$ cat config.mk
export PLATFORM = sky130hd
export DESIGN_NAME = tap_handoff_ctrl
export DESIGN_NICKNAME = d
export VERILOG_FILES = /design/src/rtl/tapho_pkg.sv /design/src/rtl/tapho_rst_sync.sv /design/src/rtl/tapho_fsm.sv /design/src/rtl/tapho_ir.sv /design/src/rtl/tapho_dr.sv /design/src/rtl/tap_handoff_ctrl.sv
export SDC_FILE = /design/constraint.sdc
export NUM_CORES = 1
export LEC_CHECK = 0
export ABC_AREA = 1
export BUFFER_PORTS_ARGS = -buffer_cell sky130_fd_sc_hd__buf_2
export CAP_MARGIN = 20
export CORE_AREA = 10 10 84 114
export CTS_BUF_LIST = sky130_fd_sc_hd__clkbuf_4 sky130_fd_sc_hd__clkbuf_8 sky130_fd_sc_hd__clkbuf_16
export DETAILED_ROUTE_END_ITERATION = 8
export DIE_AREA = 0 0 94 124
export SYNTH_ARGS = -nofsm -noshare
export SYNTH_HDL_FRONTEND = slang
export SYNTH_SLANG_ARGS = --single-unit
$ cat constraint.sdc
create_clock -name tck -period 3.4 [get_ports tck]
set_input_delay 0.51 -clock tck [delete_from_list [all_inputs] [get_ports tck]]
set_output_delay 0.51 -clock tck [all_outputs]
set_load 0.1 [all_outputs]
$ cat src/rtl/tapho_pkg.sv
package tapho_pkg;

  localparam int IR_W = 5;

  typedef enum logic [3:0] {
    ST_RESET, ST_IDLE,
    ST_DR_SEL, ST_DR_CAP, ST_DR_SHIFT, ST_DR_EXIT1, ST_DR_PAUSE, ST_DR_EXIT2, ST_DR_UPD,
    ST_IR_SEL, ST_IR_CAP, ST_IR_SHIFT, ST_IR_EXIT1, ST_IR_PAUSE, ST_IR_EXIT2, ST_IR_UPD
  } tap_state_e;

  localparam logic [IR_W-1:0] OP_IDCODE   = 5'b00001;
  localparam logic [IR_W-1:0] OP_CLAMP    = 5'b10000;
  localparam logic [IR_W-1:0] OP_AUX_BASE = 5'b10001;
  localparam logic [IR_W-1:0] OP_BYPASS   = 5'b11111;
  localparam logic [IR_W-1:0] IR_CAPTURE  = 5'b00001;

  function automatic tap_state_e tap_next(input tap_state_e s, input logic m);
    tap_state_e n;
    case (s)
      ST_RESET:    n = m ? ST_RESET    : ST_IDLE;
      ST_IDLE:     n = m ? ST_DR_SEL   : ST_IDLE;
      ST_DR_SEL:   n = m ? ST_IR_SEL   : ST_DR_CAP;
      ST_DR_CAP:   n = m ? ST_DR_EXIT1 : ST_DR_SHIFT;
      ST_DR_SHIFT: n = m ? ST_DR_EXIT1 : ST_DR_SHIFT;
      ST_DR_EXIT1: n = m ? ST_DR_UPD   : ST_DR_PAUSE;
      ST_DR_PAUSE: n = m ? ST_DR_EXIT2 : ST_DR_PAUSE;
      ST_DR_EXIT2: n = m ? ST_DR_UPD   : ST_DR_SHIFT;
      ST_DR_UPD:   n = m ? ST_DR_SEL   : ST_IDLE;
      ST_IR_SEL:   n = m ? ST_RESET    : ST_IR_CAP;
      ST_IR_CAP:   n = m ? ST_IR_EXIT1 : ST_IR_SHIFT;
      ST_IR_SHIFT: n = m ? ST_IR_EXIT1 : ST_IR_SHIFT;
      ST_IR_EXIT1: n = m ? ST_IR_UPD   : ST_IR_PAUSE;
      ST_IR_PAUSE: n = m ? ST_IR_EXIT2 : ST_IR_PAUSE;
      ST_IR_EXIT2: n = m ? ST_IR_UPD   : ST_IR_SHIFT;
      default:     n = m ? ST_DR_SEL   : ST_IDLE;
    endcase
    return n;
  endfunction

  // True when the code selects one of the first naux auxiliary ports.
  function automatic logic is_aux_code(input logic [IR_W-1:0] c, input int naux);
    return (int'(c) >= int'(OP_AUX_BASE)) && (int'(c) < int'(OP_AUX_BASE) + naux);
  endfunction

endpackage

$ cat src/rtl/tapho_rst_sync.sv
module tapho_rst_sync (
  input  logic tck,
  input  logic trst_n,
  output logic rst_n_o
);
  logic s1_q, s2_q;

  always_ff @(posedge tck or negedge trst_n) begin
    if (!trst_n) begin
      s1_q <= 1'b0;
      s2_q <= 1'b0;
    end else begin
      s1_q <= 1'b1;
      s2_q <= s1_q;
    end
  end

  assign rst_n_o = s2_q;
endmodule

$ cat src/rtl/tapho_fsm.sv
module tapho_fsm
  import tapho_pkg::*;
(
  input  logic       tck,
  input  logic       rst_n,
  input  logic       tms,
  output tap_state_e state_o
);
  tap_state_e st_q, st_d;

  always_comb st_d = tap_next(st_q, tms);

  always_ff @(posedge tck or negedge rst_n) begin
    if (!rst_n) st_q <= ST_RESET;
    else        st_q <= st_d;
  end

  assign state_o = st_q;

  // Five TMS ones always end in reset; from reset, TMS high must stay there.
  assert_reset_hold_R1: assert property (@(posedge tck) disable iff (!rst_n)
    (st_q == ST_RESET && tms) |=> (st_q == ST_RESET));
endmodule

$ cat src/rtl/tapho_ir.sv
module tapho_ir
  import tapho_pkg::*;
(
  input  logic            tck,
  input  logic            rst_n,
  input  tap_state_e      state,
  input  logic            tdi,
  input  logic            hold_i,
  input  logic            release_i,
  output logic [IR_W-1:0] ir_o,
  output logic [IR_W-1:0] ir_shift_o,
  output logic            ir_lsb_o
);
  logic [IR_W-1:0] sh_q, sh_d, ir_q, ir_d;
  logic            sh_en, ir_en;

  always_comb begin
    sh_en = 1'b0;
    sh_d  = sh_q;
    if (!hold_i) begin
      if (state == ST_IR_CAP) begin
        sh_en = 1'b1;
        sh_d  = IR_CAPTURE;
      end else if (state == ST_IR_SHIFT) begin
        sh_en = 1'b1;
        sh_d  = {tdi, sh_q[IR_W-1:1]};
      end
    end
  end

  always_comb begin
    ir_en = 1'b0;
    ir_d  = ir_q;
    if (state == ST_RESET) begin
      ir_en = 1'b1;
      ir_d  = OP_IDCODE;
    end else if (release_i) begin
      ir_en = 1'b1;
      ir_d  = OP_BYPASS;
    end else if (state == ST_IR_UPD && !hold_i) begin
      ir_en = 1'b1;
      ir_d  = sh_q;
    end
  end

  always_ff @(posedge tck or negedge rst_n) begin
    if (!rst_n) begin
      sh_q <= IR_CAPTURE;
      ir_q <= OP_IDCODE;
    end else begin
      if (sh_en) sh_q <= sh_d;
      if (ir_en) ir_q <= ir_d;
    end
  end

  assign ir_o       = ir_q;
  assign ir_shift_o = sh_q;
  assign ir_lsb_o   = sh_q[0];

  assert_ir_reset_idcode_R1: assert property (@(posedge tck) disable iff (!rst_n)
    (state == ST_RESET) |=> (ir_q == OP_IDCODE));

  assert_ir_capture_R2: assert property (@(posedge tck) disable iff (!rst_n)
    ($past(state == ST_IR_CAP && !hold_i)) |-> (sh_q == IR_CAPTURE));

  assert_ir_locked_R11: assert property (@(posedge tck) disable iff (!rst_n)
    ($past(hold_i && state == ST_IR_UPD)) |-> $stable(ir_q));
endmodule

$ cat src/rtl/tapho_dr.sv
module tapho_dr
  import tapho_pkg::*;
#(
  parameter int          ID_W     = 32,
  parameter logic [31:0] ID_VALUE = 32'h5C3A_104D
) (
  input  logic       tck,
  input  logic       rst_n,
  input  tap_state_e state,
  input  logic       tdi,
  input  logic       sel_id_i,
  output logic       dr_lsb_o
);
  logic            byp_q, byp_d, byp_en;
  logic [ID_W-1:0] id_q, id_d;
  logic            id_en;

  always_comb begin
    byp_en = 1'b0;
    byp_d  = byp_q;
    id_en  = 1'b0;
    id_d   = id_q;
    if (state == ST_DR_CAP) begin
      byp_en = 1'b1;
      byp_d  = 1'b0;
      id_en  = sel_id_i;
      id_d   = ID_VALUE[ID_W-1:0];
    end else if (state == ST_DR_SHIFT) begin
      byp_en = !sel_id_i;
      byp_d  = tdi;
      id_en  = sel_id_i;
      id_d   = {tdi, id_q[ID_W-1:1]};
    end
  end

  always_ff @(posedge tck or negedge rst_n) begin
    if (!rst_n) begin
      byp_q <= 1'b0;
      id_q  <= '0;
    end else begin
      if (byp_en) byp_q <= byp_d;
      if (id_en)  id_q  <= id_d;
    end
  end

  assign dr_lsb_o = sel_id_i ? id_q[0] : byp_q;

  assert_bypass_capture_R4: assert property (@(posedge tck) disable iff (!rst_n)
    ($past(state == ST_DR_CAP)) |-> (byp_q == 1'b0));
endmodule

$ cat src/rtl/tap_handoff_ctrl.sv
module tap_handoff_ctrl
  import tapho_pkg::*;
#(
  parameter int          NAUX     = 2,
  parameter logic [31:0] ID_VALUE = 32'h5C3A_104D
) (
  input  logic            tck,
  input  logic            trst_n,
  input  logic            tms,
  input  logic            tdi,
  output logic            tdo,
  output logic            tdo_oe,
  output logic [NAUX-1:0] aux_tms,
  output logic [NAUX-1:0] aux_tdi,
  input  logic [NAUX-1:0] aux_tdo,
  output logic            sys_rst_req,
  output logic            clamp_en
);
  localparam int AUX_IW = (NAUX > 1) ? $clog2(NAUX) : 1;

  logic              rst_n;
  tap_state_e        state;
  logic [IR_W-1:0]   ir_q, ir_shift;
  logic              ir_lsb, dr_lsb;
  logic              owned, release_now;
  logic [AUX_IW-1:0] aux_sel;
  logic              paused_q, paused_d, paused_en;
  logic              shift_any, tdo_q, oe_q;

  tapho_rst_sync u_sync (.tck(tck), .trst_n(trst_n), .rst_n_o(rst_n));

  tapho_fsm u_fsm (.tck(tck), .rst_n(rst_n), .tms(tms), .state_o(state));

  // Ownership is carried by the instruction itself: an auxiliary code in the
  // instruction register means the pins belong to that auxiliary TAP.
  assign owned   = is_aux_code(ir_q, NAUX);
  assign aux_sel = AUX_IW'(ir_q - OP_AUX_BASE);

  assign release_now = owned && (state == ST_DR_UPD) && paused_q;

  tapho_ir u_ir (
    .tck(tck), .rst_n(rst_n), .state(state), .tdi(tdi),
    .hold_i(owned), .release_i(release_now),
    .ir_o(ir_q), .ir_shift_o(ir_shift), .ir_lsb_o(ir_lsb)
  );

  tapho_dr #(.ID_W(32), .ID_VALUE(ID_VALUE)) u_dr (
    .tck(tck), .rst_n(rst_n), .state(state), .tdi(tdi),
    .sel_id_i(ir_q == OP_IDCODE), .dr_lsb_o(dr_lsb)
  );

  // Pause-DR seen since the last Capture-DR.
  always_comb begin
    paused_en = 1'b0;
    paused_d  = paused_q;
    if (state == ST_DR_CAP || state == ST_RESET) begin
      paused_en = 1'b1;
      paused_d  = 1'b0;
    end else if (state == ST_DR_PAUSE) begin
      paused_en = 1'b1;
      paused_d  = 1'b1;
    end
  end

  always_ff @(posedge tck or negedge rst_n) begin
    if (!rst_n)         paused_q <= 1'b0;
    else if (paused_en) paused_q <= paused_d;
  end

  // Serial output retimed to the falling edge.
  assign shift_any = (state == ST_IR_SHIFT) || (state == ST_DR_SHIFT);

  always_ff @(negedge tck or negedge rst_n) begin
    if (!rst_n) begin
      tdo_q <= 1'b0;
      oe_q  <= 1'b0;
    end else begin
      oe_q <= shift_any;
      if (shift_any) tdo_q <= (state == ST_IR_SHIFT) ? ir_lsb : dr_lsb;
    end
  end

  assign tdo    = owned ? aux_tdo[aux_sel] : tdo_q;
  assign tdo_oe = oe_q;

  for (genvar g = 0; g < NAUX; g++) begin : g_aux
    logic pick;
    assign pick       = owned && (aux_sel == AUX_IW'(g));
    assign aux_tms[g] = pick ? tms : 1'b0;
    assign aux_tdi[g] = pick ? tdi : 1'b1;
  end

  assign clamp_en    = (ir_q == OP_CLAMP);
  assign sys_rst_req = clamp_en;

  assert_take_at_update_ir_R7: assert property (@(posedge tck) disable iff (!rst_n)
    (owned && !$past(owned)) |-> ($past(state == ST_IR_UPD) && is_aux_code($past(ir_shift), NAUX)));

  assert_return_after_pause_R8: assert property (@(posedge tck) disable iff (!rst_n)
    ($past(owned) && !owned && $past(state) != ST_RESET)
      |-> ($past(state == ST_DR_UPD) && $past(paused_q)));

  assert_idle_aux_R9: assert property (@(posedge tck) disable iff (!rst_n)
    (!owned) |-> (aux_tms == '0 && aux_tdi == '1));

  assert_oe_shift_R10: assert property (@(posedge tck) disable iff (!rst_n)
    tdo_oe |-> (state == ST_IR_SHIFT || state == ST_DR_SHIFT));

  assert_clamp_reset_R6: assert property (@(posedge tck) disable iff (!rst_n)
    ($past(state == ST_IR_UPD && ir_shift == OP_CLAMP && !owned)) |-> (clamp_en && sys_rst_req));
endmodule

* Word-level counts from Yosys, hierarchy flattened
Index checks and enable logic that the tools add are counted.
** Storage, ports and cells
- Bits in registers :: 52
** Operators by class
- Magnitude comparators :: 3
- $add $sub $neg :: 1
- Eq/ne operators :: 16
- Reduce and logical (&&, ||, !) cells :: 22
- Multiplexer cells :: 45
- Bitwise operators :: 2
** Operators by type and width (number)
- $mux W32 :: 2
- $pmux W4 S11 :: 1
- $eq A4 B4 Y1 const B :: 8
- $mux W1 :: 28
- $mux W5 :: 5
- $eq A4 B3 Y1 const B :: 4
- $mux W4 :: 4
- $eq A4 B2 Y1 const B :: 2
- $reduce_and A2 Y1 :: 4
- $logic_and A1 B1 Y1 :: 6
- $mux W2 :: 3
- $mux W3 :: 2
- $reduce_bool A2 Y1 :: 3
- $eq A5 B1 Y1 const B :: 1
- $eq A5 B5 Y1 const B :: 1
- $ge A5 B5 Y1 const B :: 1
- $lt A5 B5 Y1 const B :: 1
- $logic_not A4 Y1 :: 1
- $reduce_or A2 Y1 :: 2
- $reduce_and A3 Y1 :: 1
- $reduce_bool A3 Y1 :: 1
- $logic_not A1 Y1 :: 2
- $logic_or A1 B1 Y1 :: 2
- $lt A1 B2 Y1 const B :: 1
- other kinds (2) :: 3

* Depth between registers and ports, before layout
- Depth after elaboration :: 8
- Depth in mapped cells :: 10
- Depth with buffers taken out :: 9

* Modules after synthesis
Synthesis repeated with hierarchy kept, for this count alone.
** Second synthesis, totals
- Cells, all modules :: 379
- Area total of the unflattened synthesis :: 2820.2 um^2
** Modules (own cells, without submodules)
- tapho_dr :: cells an instance 191, area each 1554.0 um^2, times used 1
- tapho_ir :: cells an instance 61, area each 520.5 um^2, times used 1
- tapho_fsm :: cells an instance 69, area each 382.9 um^2, times used 1
- tap_handoff_ctrl :: cells an instance 55, area each 309.0 um^2, times used 1
- tapho_rst_sync :: cells an instance 3, area each 53.8 um^2, times used 1

==> Implementation_results.wiki <==
{| class="wikitable"
! Metric !! Value
|-
| Run status || complete, but fails checks
|-
| Violated checks || setup timing
|-
| Final worst slack || -0.0287 ns
|-
| Count of unresolved DRC violations after routing || 0
|-
| Largest clock skew in the final design || around 0.0090 ns
|-
| Setup slack of the most critical reg-to-reg path || around 0.36 ns
|-
| Worst setup endpoint || tdo
|-
| Yosys Warn Count || 0
|-
| Post-synthesis compound-gate area fraction || 0.0699
|-
| Final core utilization || 0.379
|-
| Total number of clock tree sinks || 52
|-
| Routed met1 length || between 2 and 2.5 mm
|-
| Share of final-layout standard cells stronger than drive strength 1 || 0.135
|-
| Maximum net fanout on the critical path || 2
|-
| Simple-gate share of the synthesized area || 0.307
|-
| Standard-cell row count || 37
|-
| Combinational family with the most area after synthesis || simple AND/OR/NAND/NOR gates
|-
| Number of clock buffers inserted by TritonCTS || 5
|-
| Count of H-tree levels built during CTS || 2
|-
| Classification of the worst setup path || flip-flop to primary output
|-
| Cell area after placement || 2700 µm²
|-
| Global placer's final weighted congestion || 0.917
|-
| Number of antenna violations at the first check in global routing || 0
|-
| Maximum number of pins on one net before global-route repair || 34
|-
| Global routing usage summed across all routing layers || 0.0943
|-
| Core Footprint || ~7400 µm²
|-
| Die boundary height || ~120 µm
|-
| Unrepaired setup endpoints after global routing || true
|-
| Die area || approximately 12,000 µm²
|-
| Top layer in use || met4
|-
| Count of endpoints failing setup in the final report || 1
|-
| Number of pins exceeding their max-slew limit in the final report || 0
|-
| WL met2 || between 2 and 3 mm
|-
| Area contributors post-synth || sky130_fd_sc_hd__dfrtp_1 47%, sky130_fd_sc_hd__nand2_1 15%, sky130_fd_sc_hd__inv_1 7.7%
|-
| Cell chain of the critical path || inv_2 -> o211ai_1 -> buf_12
|-
| Worst hold path type || flip-flop to async pin
|-
| Type of origin of the critical path || flip-flop
|-
| Most frequently used cell type in the post-synthesis netlist || sky130_fd_sc_hd__nand2_1
|-
| CTS tree || built
|-
| Register clock-pin slew on the reported worst setup and hold paths || about 0.11 ns
|-
| Vias per Instance || approximately 4.6
|-
| Synthesized netlist net count || about 330
|-
| Synth async-reset ratio || 1.00
|-
| End of the worst register-to-register path || tdo_q
|-
| MaxCap Viol Count || 0
|-
| PD cells || around 900 nW/µm²
|-
| Launch point of the critical path || tdo_q
|-
| Leakage Power || 1.53 nW
|-
| Required arrival time at the worst endpoint || approximately 2.9 ns
|-
| Sequential element share of the synthesized area || 0.513
|-
| Count of input and output buffers || 13
|-
| Area share of xor/xnor cells in the synthesized design || 0
|-
| Relative max-transition margin || 0.541
|-
| Most used DFF post-synth || sky130_fd_sc_hd__dfrtp_1
|-
| Number of nets still failing antenna checks after routing || 0
|-
| #FFs+latches synth || 52
|-
| Number of flops mapped to enable cells by yosys || 0
|-
| Horiz. Die Dim || around 94 µm
|-
| Final net count || between 300 and 400
|-
| Worst-margin pin slew || 0.687 ns
|-
| Standard cell with the maximum stage delay on the critical path || sky130_fd_sc_hd__dfrtn_1
|-
| Initial Utilization || 0.343
|-
| Adder-cell share of the synthesized area || 0
|-
| First-pass GRT wire length || ~9.1 mm
|-
| R2R cell count || 7
|-
| Mean cell area of the mapped netlist || 7.80 µm²
|-
| Detail-routed net length per standard cell || about 12 µm
|-
| Diode count || 0
|-
| Synthesized netlist cell count || between 300 and 400
|-
| Area grow syn2layout || 10.4%
|-
| GRT overflow || 0
|-
| Cell types with the highest counts after synthesis || 102 x sky130_fd_sc_hd__nand2_1, 52 x sky130_fd_sc_hd__inv_1, 48 x sky130_fd_sc_hd__dfrtp_1, 31 x sky130_fd_sc_hd__nand3_1, 21 x sky130_fd_sc_hd__o21ai_1
|-
| Worst ir drop on vdd || around 0.00067 V
|-
| Arrival time of the worst setup path || about 2.9 ns
|-
| Type of element capturing the critical path || primary output
|-
| Startpoint of the lowest-slack register-to-register path || u_ir.ir_o[0]
|-
| HPWL reported at the end of detailed placement || about 3.7 mm
|-
| Number of unique standard cell types used by synthesis || 28
|-
| Synthesized cell area || roughly 2500 µm²
|-
| I/O pin count || 14
|-
| Final count of hold timing violations || 0
|-
| Aggregate routed wire length || 5.17 mm
|-
| Highest cell delay on the worst timing path || about 0.41 ns
|-
| Vias after detailed routing || 2,024
|-
| Post-CTS Setup Repair Bufs || 0
|-
| Clock insertion delay at the later pin of the skew report || roughly 0.31 ns
|-
| Initial DRC count || between 150 and 200
|-
| Fraction of post-synthesis cell area in the top cell type by area || 0.472
|-
| Multiplexer share of the synthesized area || 0
|-
| Number of detailed-route iterations in the first pass || 4
|-
| Number of global-route vias before repair || 1,985
|-
| Maximum number of buffers from clock root to sink || 2
|-
| Cell type with the highest aggregate area in the netlist || sky130_fd_sc_hd__dfrtp_1
|-
| Root Driver || sky130_fd_sc_hd__clkbuf_8
|-
| Met3 wire length || approximately 160 µm
|-
| Cell area after layout || 2810 µm²
|-
| Total Power || 2.53 mW
|}
worst min-delay path by stage:
stage	slack [ns]	cells after the start	from	endpoint
final	0.33	1	u_sync.rst_n_o	u_dr.id_q[26]
after global routing	0.36	0	u_sync.s1_q	u_sync.rst_n_o
after CTS	0.35	1	u_sync.rst_n_o	u_dr.id_q[26]
after detailed placement	0.30	1	trst_n	u_sync.s1_q
after global placement	0.30	1	trst_n	u_sync.s1_q
after floorplan	0.21	0	trst_n	u_sync.rst_n_o
area by class of cell:
class,count,area [µm²]
clock buffer,5,68.8
clock inverter,3,27.5
fill,779,4600
inverter,55,208
multi-input combinational,209,971
sequential,52,1310
tap,97,121
timing repair buffer,16,105
power breakdown:
group | total, mW | switching (mW) | internal, mW
clock network | 0.373 | 0.222 | 0.151
registers | 1.01 | 0.149 | 0.856
logic | 1.15 | 0.810 | 0.345
total | 2.53 | 1.18 | 1.35
state kept, by name (all words and copies together) (netlist names):
signal and cells:
u_dr.id_q 32, u_ir.ir_o 5, u_ir.ir_shift_o 5, u_fsm.state_o 4, paused_q 1, tdo_oe 1
tdo_q 1, u_dr.byp_q 1, u_sync.rst_n_o 1, u_sync.s1_q 1
metal layers:
metal,vias to the layer above,global-route usage
met5,-,0
met4,0,0.0381
met3,11,0.0223
met2,27,0.158
met1,954,0.113
li1,1032,-
critical path, delay by kind of cell (launching register included):
kind / cells / cell delay [ns]
AO/OA/AOI/OAI: 1 / 0.25
buffers and inverters: 2 / 0.26
flip-flops: 1 / 0.41
placed cells by master, fill, tap and decap left out:
| cell | count |
|---|---|
| sky130_fd_sc_hd__inv_1 | 51 |
| sky130_fd_sc_hd__nor2_4 | 1 |
| sky130_fd_sc_hd__a31oi_1 | 1 |
| sky130_fd_sc_hd__nand2_4 | 2 |
| sky130_fd_sc_hd__a31o_2 | 1 |
| sky130_fd_sc_hd__o21ai_0 | 6 |
| sky130_fd_sc_hd__o211ai_1 | 1 |
| sky130_fd_sc_hd__dfstp_2 | 2 |
| sky130_fd_sc_hd__buf_2 | 12 |
| sky130_fd_sc_hd__buf_12 | 1 |
| sky130_fd_sc_hd__dlygate4sd3_1 | 1 |
| sky130_fd_sc_hd__clkinv_4 | 1 |
| sky130_fd_sc_hd__clkbuf_8 | 5 |
| sky130_fd_sc_hd__nor2_1 | 17 |
| sky130_fd_sc_hd__nand3_1 | 31 |
| sky130_fd_sc_hd__o21ai_1 | 21 |
| sky130_fd_sc_hd__nand2_2 | 2 |
| sky130_fd_sc_hd__nand4_1 | 9 |
| sky130_fd_sc_hd__nor3_2 | 2 |
| sky130_fd_sc_hd__buf_4 | 2 |
| sky130_fd_sc_hd__nand3_2 | 2 |
| sky130_fd_sc_hd__nand2_1 | 102 |
| sky130_fd_sc_hd__nand2b_4 | 1 |
| sky130_fd_sc_hd__conb_1 | 1 |
| sky130_fd_sc_hd__clkinv_2 | 1 |
| sky130_fd_sc_hd__dfrtp_1 | 47 |
| sky130_fd_sc_hd__dfrtn_1 | 2 |
| sky130_fd_sc_hd__dfrtp_2 | 1 |
| sky130_fd_sc_hd__clkinvlp_4 | 1 |
| sky130_fd_sc_hd__inv_8 | 1 |
| sky130_fd_sc_hd__inv_2 | 3 |
| sky130_fd_sc_hd__a21oi_1 | 4 |
| sky130_fd_sc_hd__nor2_2 | 5 |
what timing repair did:
item / in CTS / in global routing
pin swaps: 0 / 0
endpoints found under the setup margin: 1 / 1
hold buffers: 1 / 0
gates cloned: 0 / 0
hold endpoints to repair: 2 / 0
gates resized for setup: 1 / 0
cells by family after synthesis:
logic type             Yosys count
flip-flops                      52
AO/OA/AOI/OAI                   34
AND/OR/NAND/NOR                174
other                            1
buffers and inverters           65
through the flow:
step	TNS [ns]	hold WS (ns)	cells	worst slack, ns
final	-0.0287	0.331	437	-0.0287
after global routing	-0.0819	0.363	437	-0.0819
after CTS	-0.0467	0.352	437	-0.0467
after detailed placement	0	0.301	428	0.300
after global placement	0	0.297	428	0.299
after floorplan	-0.677	0.214	326	-0.677
No activity file was read; power rests on OpenSTA's default activity.
